<file path="src/rtl/dacif_pkg.sv">
package dacif_pkg;
  localparam int DATA_W = 13;
  localparam int CMD_W  = 3;
  localparam int WORD_W = DATA_W + CMD_W;
  localparam int CNT_W  = $clog2(WORD_W + 2);

  typedef enum logic [CMD_W-1:0] {
    OP_NOP       = 3'd0,
    OP_LOAD_IN   = 3'd1,
    OP_LOAD_BOTH = 3'd2,
    OP_UPDATE    = 3'd3,
    OP_UPO_LO    = 3'd4,
    OP_UPO_HI    = 3'd5,
    OP_SPARE     = 3'd6,
    OP_CONFIG    = 3'd7
  } opcode_e;

  typedef struct packed {
    logic              loadIn;
    logic              loadBoth;
    logic              update;
    logic              upoLo;
    logic              upoHi;
    logic              swShut;
    logic              setMode;
    logic              modeVal;
    logic [DATA_W-1:0] data;
  } strobe_t;
endpackage

</file>
<file path="src/rtl/dacif_sync.sv">
module dacif_sync #(
  parameter int          N       = 1,
  parameter int          STAGES  = 2,
  parameter logic [N-1:0] RST_VAL = '0
) (
  input  logic         clk,
  input  logic         rst_n,
  input  logic [N-1:0] asyncIn,
  output logic [N-1:0] syncOut
);
  for (genvar g = 0; g < N; g++) begin : gSync
    logic [STAGES-1:0] chain;
    always_ff @(posedge clk) begin
      if (!rst_n) chain <= {STAGES{RST_VAL[g]}};
      else        chain <= {chain[STAGES-2:0], asyncIn[g]};
    end
    assign syncOut[g] = chain[STAGES-1];
  end
endmodule

</file>
<file path="src/rtl/dacif_ctrl.sv">
module dacif_ctrl
  import dacif_pkg::*;
(
  input  logic    clk,
  input  logic    rst_n,
  input  logic    sclkS,
  input  logic    csNS,
  input  logic    dinS,
  output strobe_t st,
  output logic    dout
);
  logic              sclkPrev, csPrev;
  logic              sclkRise, sclkFall, csRise, csFall, csLow;
  logic [WORD_W-1:0] shiftReg;
  logic [CNT_W-1:0]  bitCnt;
  logic              doutMode;
  opcode_e           op;

  assign sclkRise = sclkS & ~sclkPrev;
  assign sclkFall = ~sclkS & sclkPrev;
  assign csRise   = csNS & ~csPrev;
  assign csFall   = ~csNS & csPrev;
  assign csLow    = ~csNS;
  assign op       = opcode_e'(shiftReg[WORD_W-1 -: CMD_W]);

  always_ff @(posedge clk) begin
    if (!rst_n) begin
      sclkPrev <= 1'b0;
      csPrev   <= 1'b1;
      shiftReg <= '0;
      bitCnt   <= '0;
      dout     <= 1'b0;
      doutMode <= 1'b0;
    end else begin
      sclkPrev <= sclkS;
      csPrev   <= csNS;
      if (csFall) begin
        bitCnt <= '0;
      end else if (sclkRise && csLow) begin
        shiftReg <= {shiftReg[WORD_W-2:0], dinS};
        if (bitCnt != {CNT_W{1'b1}}) bitCnt <= bitCnt + 1'b1;
      end
      if (sclkRise && csLow && doutMode)      dout <= shiftReg[WORD_W-2];
      else if (sclkFall && !doutMode)         dout <= shiftReg[WORD_W-1];
      if (st.setMode) doutMode <= st.modeVal;
    end
  end

  always_comb begin
    st      = '0;
    st.data = shiftReg[DATA_W-1:0];
    if (csRise && bitCnt == CNT_W'(WORD_W)) begin
      unique case (op)
        OP_LOAD_IN:   st.loadIn   = 1'b1;
        OP_LOAD_BOTH: st.loadBoth = 1'b1;
        OP_UPDATE:    st.update   = 1'b1;
        OP_UPO_LO:    st.upoLo    = 1'b1;
        OP_UPO_HI:    st.upoHi    = 1'b1;
        OP_CONFIG: begin
          if (shiftReg[DATA_W-1]) st.swShut = 1'b1;
          else begin
            st.setMode = 1'b1;
            st.modeVal = shiftReg[DATA_W-2];
          end
        end
        default: ;
      endcase
    end
  end
endmodule

</file>
<file path="src/rtl/dacif_datapath.sv">
module dacif_datapath
  import dacif_pkg::*;
(
  input  logic              clk,
  input  logic              rst_n,
  input  strobe_t           st,
  input  logic              clrS,
  input  logic              lockS,
  input  logic              pdS,
  input  logic              rstVal,
  output logic [DATA_W-1:0] dacCode,
  output logic              outEnable,
  output logic              userOut
);
  localparam logic [DATA_W-1:0] MID = DATA_W'(1) << (DATA_W - 1);

  logic [DATA_W-1:0] inReg, dacReg, resetCode;
  logic              shut, upo, lockPrev, lockFall;

  assign resetCode = rstVal ? MID : '0;
  assign lockFall  = ~lockS & lockPrev;

  always_ff @(posedge clk) begin
    if (!rst_n) begin
      inReg    <= resetCode;
      dacReg   <= resetCode;
      shut     <= 1'b0;
      upo      <= 1'b0;
      lockPrev <= 1'b1;
    end else begin
      lockPrev <= lockS;
      if (st.loadIn || st.loadBoth) inReg <= st.data;

      if (!clrS)            dacReg <= resetCode;
      else if (st.loadBoth) dacReg <= st.data;
      else if (st.update)   dacReg <= inReg;

      if (!clrS)          upo <= 1'b0;
      else if (st.upoHi)  upo <= 1'b1;
      else if (st.upoLo)  upo <= 1'b0;

      if (!clrS || lockFall)               shut <= 1'b0;
      else if (st.swShut && lockS)         shut <= 1'b1;
      else if (st.loadBoth || st.update)   shut <= 1'b0;
      else if (pdS && lockS)               shut <= 1'b1;
    end
  end

  assign dacCode   = dacReg;
  assign outEnable = ~shut;
  assign userOut   = upo;
endmodule

</file>
<file path="src/rtl/dacif_core.sv">
module dacif_core
  import dacif_pkg::*;
#(
  parameter int SYNC_STAGES = 2
) (
  input  logic              clk,
  input  logic              rst_n,
  input  logic              csN,
  input  logic              sclk,
  input  logic              din,
  input  logic              clrN,
  input  logic              rstVal,
  input  logic              pdLock,
  input  logic              pdReq,
  output logic [DATA_W-1:0] dacCode,
  output logic              outEnable,
  output logic              userOut,
  output logic              dout
);
  localparam int PIN_N = 6;
  localparam logic [PIN_N-1:0] PIN_RST = 6'b011010;

  logic [PIN_N-1:0] syncBus;
  logic             sclkS, csNS, dinS, clrS, lockS, pdS;
  strobe_t          st;

  dacif_sync #(.N(PIN_N), .STAGES(SYNC_STAGES), .RST_VAL(PIN_RST)) u_sync (
    .clk(clk), .rst_n(rst_n),
    .asyncIn({pdReq, pdLock, clrN, din, csN, sclk}),
    .syncOut(syncBus)
  );
  assign {pdS, lockS, clrS, dinS, csNS, sclkS} = syncBus;

  dacif_ctrl u_ctrl (
    .clk(clk), .rst_n(rst_n), .sclkS(sclkS), .csNS(csNS), .dinS(dinS),
    .st(st), .dout(dout)
  );

  dacif_datapath u_dp (
    .clk(clk), .rst_n(rst_n), .st(st), .clrS(clrS), .lockS(lockS),
    .pdS(pdS), .rstVal(rstVal), .dacCode(dacCode),
    .outEnable(outEnable), .userOut(userOut)
  );
endmodule

</file>
<file path="config.mk">
export PLATFORM = sky130hd
export DESIGN_NAME = dacif_core
export DESIGN_NICKNAME = d
export VERILOG_FILES = /design/src/rtl/dacif_pkg.sv /design/src/rtl/dacif_sync.sv /design/src/rtl/dacif_ctrl.sv /design/src/rtl/dacif_datapath.sv /design/src/rtl/dacif_core.sv
export SDC_FILE = /design/constraint.sdc
export NUM_CORES = 1
export LEC_CHECK = 0
export BUFFER_PORTS_ARGS = -buffer_cell sky130_fd_sc_hd__buf_4
export CAP_MARGIN = 20
export CORE_MARGIN = 3
export CORE_UTILIZATION = 52
export DETAILED_ROUTE_END_ITERATION = 7
export PLACE_DENSITY_LB_ADDON = 0.2
export SYNTH_ARGS = -nofsm -noshare
export SYNTH_HDL_FRONTEND = slang
export SYNTH_HIERARCHICAL = 1
export SYNTH_SLANG_ARGS = --single-unit
</file>
<file path="constraint.sdc">
create_clock -name clk -period 3.7 [get_ports clk]
set_clock_uncertainty 0.05 [all_clocks]
set_input_delay 0.555 -clock clk [delete_from_list [all_inputs] [get_ports clk]]
set_output_delay 0.555 -clock clk [all_outputs]
set_load 0.01 [all_outputs]
</file>
# After elaboration in Yosys (flattened, before gate mapping)
# Index checks and enable logic that the tools add are counted.
[totals] register_bits=66 inputBits=9 out_inout_bits=16 elab_cells=83
[classes] addsub=1 n_eq_ne=10 mux=23 bitwise_logic=13 reduce_logical=19
[op_table] op="$mux 13" count=7
[op_table] op="$mux 1" count=13
[op_table] op="$eq 3x3->1 const B" count=3
[op_table] op="$mux 8" count=1
[op_table] op="$not 1->1" count=8
[op_table] op="$eq 3x2->1 const B" count=2
[op_table] op="$logic_and 1x1->1" count=6
[op_table] op="$reduce_and 2->1" count=3
[op_table] op="$add 5x1->5 const B" count=1
[op_table] op="$and 1x1->1" count=5
[op_table] op="$eq 5x5->1 const B" count=1
[op_table] op="$ne 5x5->1 const B" count=1
[op_table] op="$ne 4x2->1 const B" count=1
[op_table] op="$reduce_bool 2->1" count=2
[op_table] op="$reduce_or 2->1" count=2
[op_table] op="$eq 3x1->1 const B" count=1
[op_table] op="$logic_or 1x1->1" count=3
[op_table] op="$mux 3" count=1
[op_table] op="$reduce_bool 3->1" count=1
[op_table] op="$logic_not 1->1" count=2
[op_table] op="$mux 2" count=1
[op_table] op="$ne 2x1->1 const B" count=1

# Depth between registers and ports, before layout
# Gate-level depths: netlist of run 1.
[logic_depth] word_depth=8 ltp_mapped=9 depth_no_buf=8

# By module
# The synthesis of run 1 kept the hierarchy.
[modules_own_cells] module="dacif_ctrl" instances=1 cells_each=146 area_per_inst_um2=1221.2 seq_area_each_um2=500.5
[modules_own_cells] module="dacif_datapath" instances=1 cells_each=87 area_per_inst_um2=1213.7 seq_area_each_um2=840.8
[modules_own_cells] module="dacif_sync" instances=1 cells_each=31 area_per_inst_um2=371.6 seq_area_each_um2=240.2

# Worst setup path after synthesis of run 1
# Ideal clock, no wire load.
[synth_path] path_type="reg-to-reg" startpoint="reg u_ctrl.bitCnt[0]" endpoint="reg u_dp.dacReg[0], in the netlist u_dp/dacCode[0], enable pin" setup_ps=367 arrival_time_ps=1583 t_required_ps=3283 setup_slack_ps=1700 path_stages_with_launch=9 path_buffers=1 synth_period_minus_slack_ps=2000 path_cell_list="dfxtp_1 inv_1 ha_1 nor2b_1 nand2_1 nor4b_1 buf_4 nor2_1 nand3_1"
[synth_lines] element="start, declared" line="dacif_ctrl.sv:15" text="logic [CNT_W-1:0] bitCnt;"
[synth_lines] element="start signal, assigned" line="dacif_ctrl.sv:41" text="if (bitCnt != {CNT_W{1'b1}}) bitCnt <= bitCnt + 1'b1;"
[synth_lines] element="end signal, assigned" line="dacif_datapath.sv:26" text="dacReg <= resetCode;"
[synth_lines] element="end signal, assigned" line="dacif_datapath.sv:34" text="if (!clrS) dacReg <= resetCode;"
[synth_lines] element="end signal, assigned" line="dacif_datapath.sv:35" text="else if (st.loadBoth) dacReg <= st.data;"
[synth_lines] element="end, declared" line="dacif_datapath.sv:17" text="logic [DATA_W-1:0] inReg, dacReg, resetCode;"

==> flow_metrics.py, run 1 <==
metrics = {
    "cts": {
        "cts_max_path_bufs": 2,
        "clock_buffers_created_by_tritoncts": 9,
        "clk-insertion-delay-late_ns": 0.33,
        "post-cts-setup-buffer-count": 0,
        "cts_htree_levels": 3,
        "cts_hold_repair.buffers": 0,
        "cts-root-buf": "sky130_fd_sc_hd__clkbuf_8",
        "cts_repair_resize_count": 0,
        "clkSlewWorstSetupHoldPaths_ns": 0.07,
        "cts.sink_count": 66,
        "cts_tree": "done",
    },
    "place": {
        "globalplace.congestion": 0.773,
        "place_hpwl_um": 3030,
        "number_of_input_and_output_port_buffers_inserted": 24,
        "placedInstanceArea_sq_mm": 0.00287,
        "detailedPlace.worstSlack_ns": 1.35,
    },
    "route": {
        "drtIter0Drc": 102,
        "route.detailed.vias_per_inst": 5.03,
        "drt_drc_violations_left": 0,
        "number_of_nets_with_antenna_violations_after_routing": 0,
        "route.final.wire_length_um": 4540,
        "dr_total_vias": 1735,
        "routedWlPerCell_um": 13.2,
        "firstDrtPassIters": 6,
    },
    "power_and_ir_drop": {
        "vdd_ir_drop_max_v": 0.000248,
        "power.share.switching_pct": 20.3,
        "power_per_cell_area_mw_per_mm2": 467,
        "cellLeakagePower_nw": 1.13,
        "internal-power_mw": 1.14,
        "p_switching_uw": 292,
        "power_frac_comb_pct": 4.3,
        "p_seq_share_pct": 54.7,
        "clock_power_share_pct": 41.0,
    },
    "final_layout": {
        "final_core_utilization_pct": 59.8,
        "multi_input_gate_area_sq_um": 985,
        "num-fill-cells": 447,
        "num-nets-final": 282,
        "area_growth_pct": 9.88,
        "drive_above_1_share_pct": 16.7,
        "register_area_sq_mm": 0.00158,
        "design_area_sq_mm": 0.00307,
        "antenna_cells": 0,
    },
    "logic_synthesis": {
        "synth_fp_nets": 275,
        "syn_inst": 263,
        "yosys_warnings": 6,
        "mappedNetlistArea_sq_mm": 0.00280,
        "syn_area_per_cell_sq_um": 10.6,
    },
    "sta": {
        "totalNegativeSetupSlack_ns": 0,
        "hold_violations": 0,
        "grt_setup_unrepaired": "false",
        "timing.final.ws_setup_ns": 1.35,
        "finalCritPeriodShare_pct": 63.5,
        "max_freq_mhz": 426,
        "finalCriticalPeriod_ns": 2.35,
        "setup_viol": 0,
        "max_slew.worst_pin.slew_ns": 0.910,
        "timing.max_slew.rel_slack_pct": 39.1,
        "slew_violations": 0,
    },
    "run_status": {
        "outcome": "completed",
    },
    "worst_hold_path": {
        "holdCritPathClass": "in -> reg",
        "hold_path.startpoint": "pdLock",
    },
    "worst_setup_path": {
        "ff2ff_setup_slack_ns": 1.35,
        "required_time_at_the_endpoint_of_the_critical_path_ns": 3.62,
        "timing.critical_path.arrival_ns": 2.27,
        "setup.worst_path.class": "reg -> reg",
        "critical_path.startpoint": "u_ctrl/bitCnt[0]$_SDFFE_PP0P_",
        "r2r_start": "u_ctrl/bitCnt[0]$_SDFFE_PP0P_",
        "critical_path.startpoint_type": "flip-flop",
        "cp-end-kind": "flip-flop",
        "critical_path_peak_fanout": 15,
    },
    "global_route": {
        "grt_pass1_vias": 1653,
        "overflow": 0,
        "grt_first_pass_wirelength_um": 7710,
        "grt_start_max_net_pins": 40,
        "grt_antenna_before_repair": 0,
        "grt.total_usage_pct": 16.5,
    },
    "floorplan": {
        "num_io_pins": 25,
        "row_count": 26,
        "die_area_sq_mm": 0.00630,
        "initial_core_util_pct": 54.4,
        "core_area_sq_mm": 0.00514,
        "die_height_um": 79.4,
        "die_w_um": 79.4,
    },
    "run": {
        "cap_viol_max_count": 0,
    },
}
## power groups by stage
stage          clock [mW]  combinational, mW  sequential [mW]
2_1_floorplan           0             0.0353            0.805
3_3_place_gp            0             0.0621            0.802
3_5_place_dp            0             0.0632            0.802
4_1_cts             0.609             0.0633            0.786
5_1_grt             0.636             0.0708            0.788
6_report            0.589             0.0623            0.786
## path summary, 6_finish.rpt
check                                                           end  depth (start not counted)
worst max-delay path                  u_dp/dacCode[7]$_SDFFCE_PN0P_                          8
worst min register to register  u_sync/gSync[3].chain[1]$_SDFF_PN1_                          1
worst min-delay path            u_sync/gSync[4].chain[0]$_SDFF_PN1_                          2
worst max register to register        u_dp/dacCode[7]$_SDFFCE_PN0P_                          8
## layout make-up
class | instances | share of cell area, %
multi-input combinational | 160 | 32.0
inverter | 8 | 0.977
clock buffer | 15 | 6.43
tap | 70 | 2.85
sequential | 66 | 51.4
timing repair buffer | 25 | 6.11
clock inverter | 1 | 0.163
## placed cells by master, fill, tap and decap left out, types with 2 or more instances in the layout
master / n
sky130_fd_sc_hd__dfxtp_1: 40
sky130_fd_sc_hd__nand2_1: 39
sky130_fd_sc_hd__edfxtp_1: 26
sky130_fd_sc_hd__buf_4: 25
sky130_fd_sc_hd__nor2_1: 20
sky130_fd_sc_hd__a21oi_1: 19
sky130_fd_sc_hd__and2_1: 19
sky130_fd_sc_hd__mux2i_1: 18
sky130_fd_sc_hd__clkbuf_8: 12
sky130_fd_sc_hd__nand2b_1: 10
sky130_fd_sc_hd__inv_1: 7
sky130_fd_sc_hd__nand3_1: 4
sky130_fd_sc_hd__nor3_1: 3
sky130_fd_sc_hd__ha_1: 3
sky130_fd_sc_hd__clkbuf_1: 2
sky130_fd_sc_hd__nor2b_1: 2
sky130_fd_sc_hd__nand4_1: 2
sky130_fd_sc_hd__nor4b_2: 2
sky130_fd_sc_hd__nand3b_1: 2
sky130_fd_sc_hd__o21ai_0: 2
## metrics by stage
step                      hold WS, ns  instances  power [mW]
final                           0.349        345        1.44
after global routing            0.356        345        1.49
after CTS                       0.331        345        1.46
after detailed placement        0.346        329       0.866
after global placement          0.340        329       0.864
after floorplan                 0.336        263       0.840
## worst max-delay path, cell delays in order, from the launching register on
cell	delay, ns
sky130_fd_sc_hd__dfxtp_1	0.34
sky130_fd_sc_hd__inv_1	0.06
sky130_fd_sc_hd__ha_1	0.12
sky130_fd_sc_hd__nor2b_1	0.22
sky130_fd_sc_hd__nand2_1	0.12
sky130_fd_sc_hd__nor4b_2	0.22
sky130_fd_sc_hd__buf_4	0.29
sky130_fd_sc_hd__nor2_1	0.11
sky130_fd_sc_hd__nand3_1	0.44
## flip-flops by register name, indices dropped and copies added, names as in the netlist
signal	cells
u_sync/gSync.chain	12
u_ctrl/dout	1
u_ctrl/shiftReg	16
u_ctrl/csPrev	1
u_ctrl/bitCnt	5
u_dp/userOut	1
u_ctrl/doutMode	1
u_dp/dacCode	13
u_dp/shut	1
u_dp/lockPrev	1
u_ctrl/sclkPrev	1
u_dp/inReg	13
## routing by layer
layer  GRT usage [%]  part of all wire [%]  up-vias
met5               0                     0        -
met2            24.8                    45       43
met4            10.3                   2.0        0
li1                -                     -      880
met3            4.08                   4.8        7
met1            21.2                    48      805
Note: power is estimated with default switching activity, not from simulation.
==> inputs of run 2 (changes only) <==
- clock period: 3.7 -> 2.4 ns (I/O delays scaled with it)
==> flow_metrics.py, run 2 (synthesized netlist as in run 1, its figures left out) <==
metrics = {
    "sta": {
        "finalCritPeriodShare_pct": 88.7,
        "timing.final.ws_setup_ns": 0.271,
        "worst_hold_slack_ns": 0.159,
        "max_slew.worst_pin.slew_ns": 0.568,
        "finalCriticalPeriod_ns": 2.13,
        "totalNegativeSetupSlack_ns": 0,
        "hold_violations": 0,
        "slew_violations": 0,
        "grt_setup_unrepaired": "false",
        "timing.max_slew.rel_slack_pct": 62.1,
        "setup_viol": 0,
        "max_freq_mhz": 470,
    },
    "cts": {
        "post-cts-setup-buffer-count": 0,
        "cts_tree": "done",
        "cts_max_path_bufs": 2,
        "cts-root-buf": "sky130_fd_sc_hd__clkbuf_8",
        "cts.sink_count": 66,
        "cts_htree_levels": 3,
        "clkSlewWorstSetupHoldPaths_ns": 0.07,
        "cts_hold_repair.buffers": 0,
        "clk-insertion-delay-late_ns": 0.33,
        "cts_repair_resize_count": 0,
        "clock_buffers_created_by_tritoncts": 9,
    },
    "worst_setup_path": {
        "setup.worst_path.class": "reg -> reg",
        "reg2regPathDepth": 6,
        "timing.critical_path.arrival_ns": 2.05,
        "critical_path.startpoint_type": "flip-flop",
        "cp-end-kind": "flip-flop",
        "critical_path_peak_fanout": 13,
        "required_time_at_the_endpoint_of_the_critical_path_ns": 2.32,
    },
    "route": {
        "firstDrtPassIters": 4,
        "route.final.wire_length_um": 4390,
        "routedWlPerCell_um": 12.6,
        "number_of_nets_with_antenna_violations_after_routing": 0,
        "drtIter0Drc": 85,
        "drt_drc_violations_left": 0,
        "route.detailed.vias_per_inst": 5.01,
        "dr_total_vias": 1747,
    },
    "floorplan": {
        "num_io_pins": 25,
        "die_height_um": 79.4,
        "die_area_sq_mm": 0.00630,
        "row_count": 26,
        "core_area_sq_mm": 0.00514,
        "initial_core_util_pct": 54.4,
        "die_w_um": 79.4,
    },
    "power_and_ir_drop": {
        "power_per_cell_area_mw_per_mm2": 706,
        "p_seq_share_pct": 55.5,
        "power.share.switching_pct": 21.3,
        "internal-power_mw": 1.72,
        "p_switching_uw": 464,
        "vdd_ir_drop_max_v": 0.000423,
        "cellLeakagePower_nw": 1.13,
        "power_frac_comb_pct": 4.6,
        "power_mw": 2.18,
        "clock_power_share_pct": 39.9,
    },
    "worst_hold_path": {
        "holdCritPathClass": "in -> reg",
        "cell_count_of_the_worst_hold_path": 2,
    },
    "global_route": {
        "grt_start_max_net_pins": 40,
        "grt_first_pass_wirelength_um": 7650,
        "grt_pass1_vias": 1709,
        "grt_antenna_before_repair": 0,
        "grt.total_usage_pct": 16.0,
        "overflow": 0,
    },
    "final_layout": {
        "num-nets-final": 286,
        "most-common-layout-cells": "sky130_fd_sc_hd__dfxtp_1, sky130_fd_sc_hd__nand2_1, sky130_fd_sc_hd__buf_4",
        "final_core_utilization_pct": 60.1,
        "drive_above_1_share_pct": 17.6,
        "layout.cells.most_common": "sky130_fd_sc_hd__dfxtp_1",
        "flip_flop_count_of_the_largest_register_all_copies_and_words_added": 16,
        "top_register": "u_ctrl/shiftReg",
        "area_growth_pct": 10.3,
        "antenna_cells": 0,
    },
    "place": {
        "detailedPlace.worstSlack_ns": 0.260,
        "place_hpwl_um": 2900,
        "number_of_input_and_output_port_buffers_inserted": 24,
        "globalplace.congestion": 0.789,
    },
    "run": {
        "cap_viol_max_count": 0,
    },
    "run_status": {
        "outcome": "completed",
    },
}
## run 2: cell types whose count changed in the layout (fill, tap and decap cells not counted)
| cell | change |
|---|---|
| sky130_fd_sc_hd__buf_4 | +4 |
| sky130_fd_sc_hd__bufinv_16 | +1 |
| sky130_fd_sc_hd__clkbuf_1 | -1 |
| sky130_fd_sc_hd__clkbuf_16 | -1 |
| sky130_fd_sc_hd__clkbuf_8 | -3 |
| sky130_fd_sc_hd__clkinv_1 | +2 |
| sky130_fd_sc_hd__clkinvlp_4 | +2 |
## run 2: layout make-up
type                    count  area [sq um]
clock inverters             6          57.6
repair buffers             29           218
flip-flops and latches     66          1580
well taps                  70          87.6
multi-input cells         160           985
fillers                   457          2050
clock buffers              10           128
inverters                   8          30.0
## run 2: critical path: stages (launching register included)
cell and delay (ns):
sky130_fd_sc_hd__dfxtp_1 0.34, sky130_fd_sc_hd__inv_1 0.06, sky130_fd_sc_hd__ha_1 0.12, sky130_fd_sc_hd__nor2b_1 0.24, sky130_fd_sc_hd__nand2_1 0.12, sky130_fd_sc_hd__nor4b_2 0.32, sky130_fd_sc_hd__or3b_1 0.52
## run 2: power groups by stage
| stage | Sequential [mW] | Clock [mW] | Combinational (mW) |
|---|---|---|---|
| 5_1_grt | 1.21 | 0.951 | 0.112 |
| 4_1_cts | 1.21 | 0.893 | 0.101 |
| 3_3_place_gp | 1.23 | 0 | 0.0999 |
| 2_1_floorplan | 1.24 | 0 | 0.0545 |
| 3_5_place_dp | 1.24 | 0 | 0.101 |
| 6_report | 1.21 | 0.869 | 0.0992 |
## run 2: worst paths after layout
kind / slack [ns] / to / start
setup / recovery: 0.27 / u_dp/inReg[2]$_SDFFCE_PN0P_ / u_ctrl/bitCnt[0]$_SDFFE_PP0P_
hold / removal: 0.16 / u_sync/gSync[1].chain[0]$_SDFF_PN1_ / csN
setup reg to reg: 0.27 / u_dp/inReg[2]$_SDFFCE_PN0P_ / u_ctrl/bitCnt[0]$_SDFFE_PP0P_
hold reg to reg: 0.36 / u_sync/gSync[4].chain[1]$_SDFF_PN1_ / u_sync/gSync[4].chain[0]$_SDFF_PN1_
## run 2: through the flow
step	cell area [sq um]	instances
2_1_floorplan	2800	263
3_3_place_gp	2900	333
3_5_place_dp	2900	333
4_1_cts	3090	349
5_1_grt	3090	349
6_report	3090	349
## run 2: metal layers
layer,up-vias,global-route usage (%),wire [um]
li1,887,-,-
met1,811,19.0,2020
met2,43,25.6,2020
met3,6,5.33,277
met4,0,8.25,67
met5,-,0,0
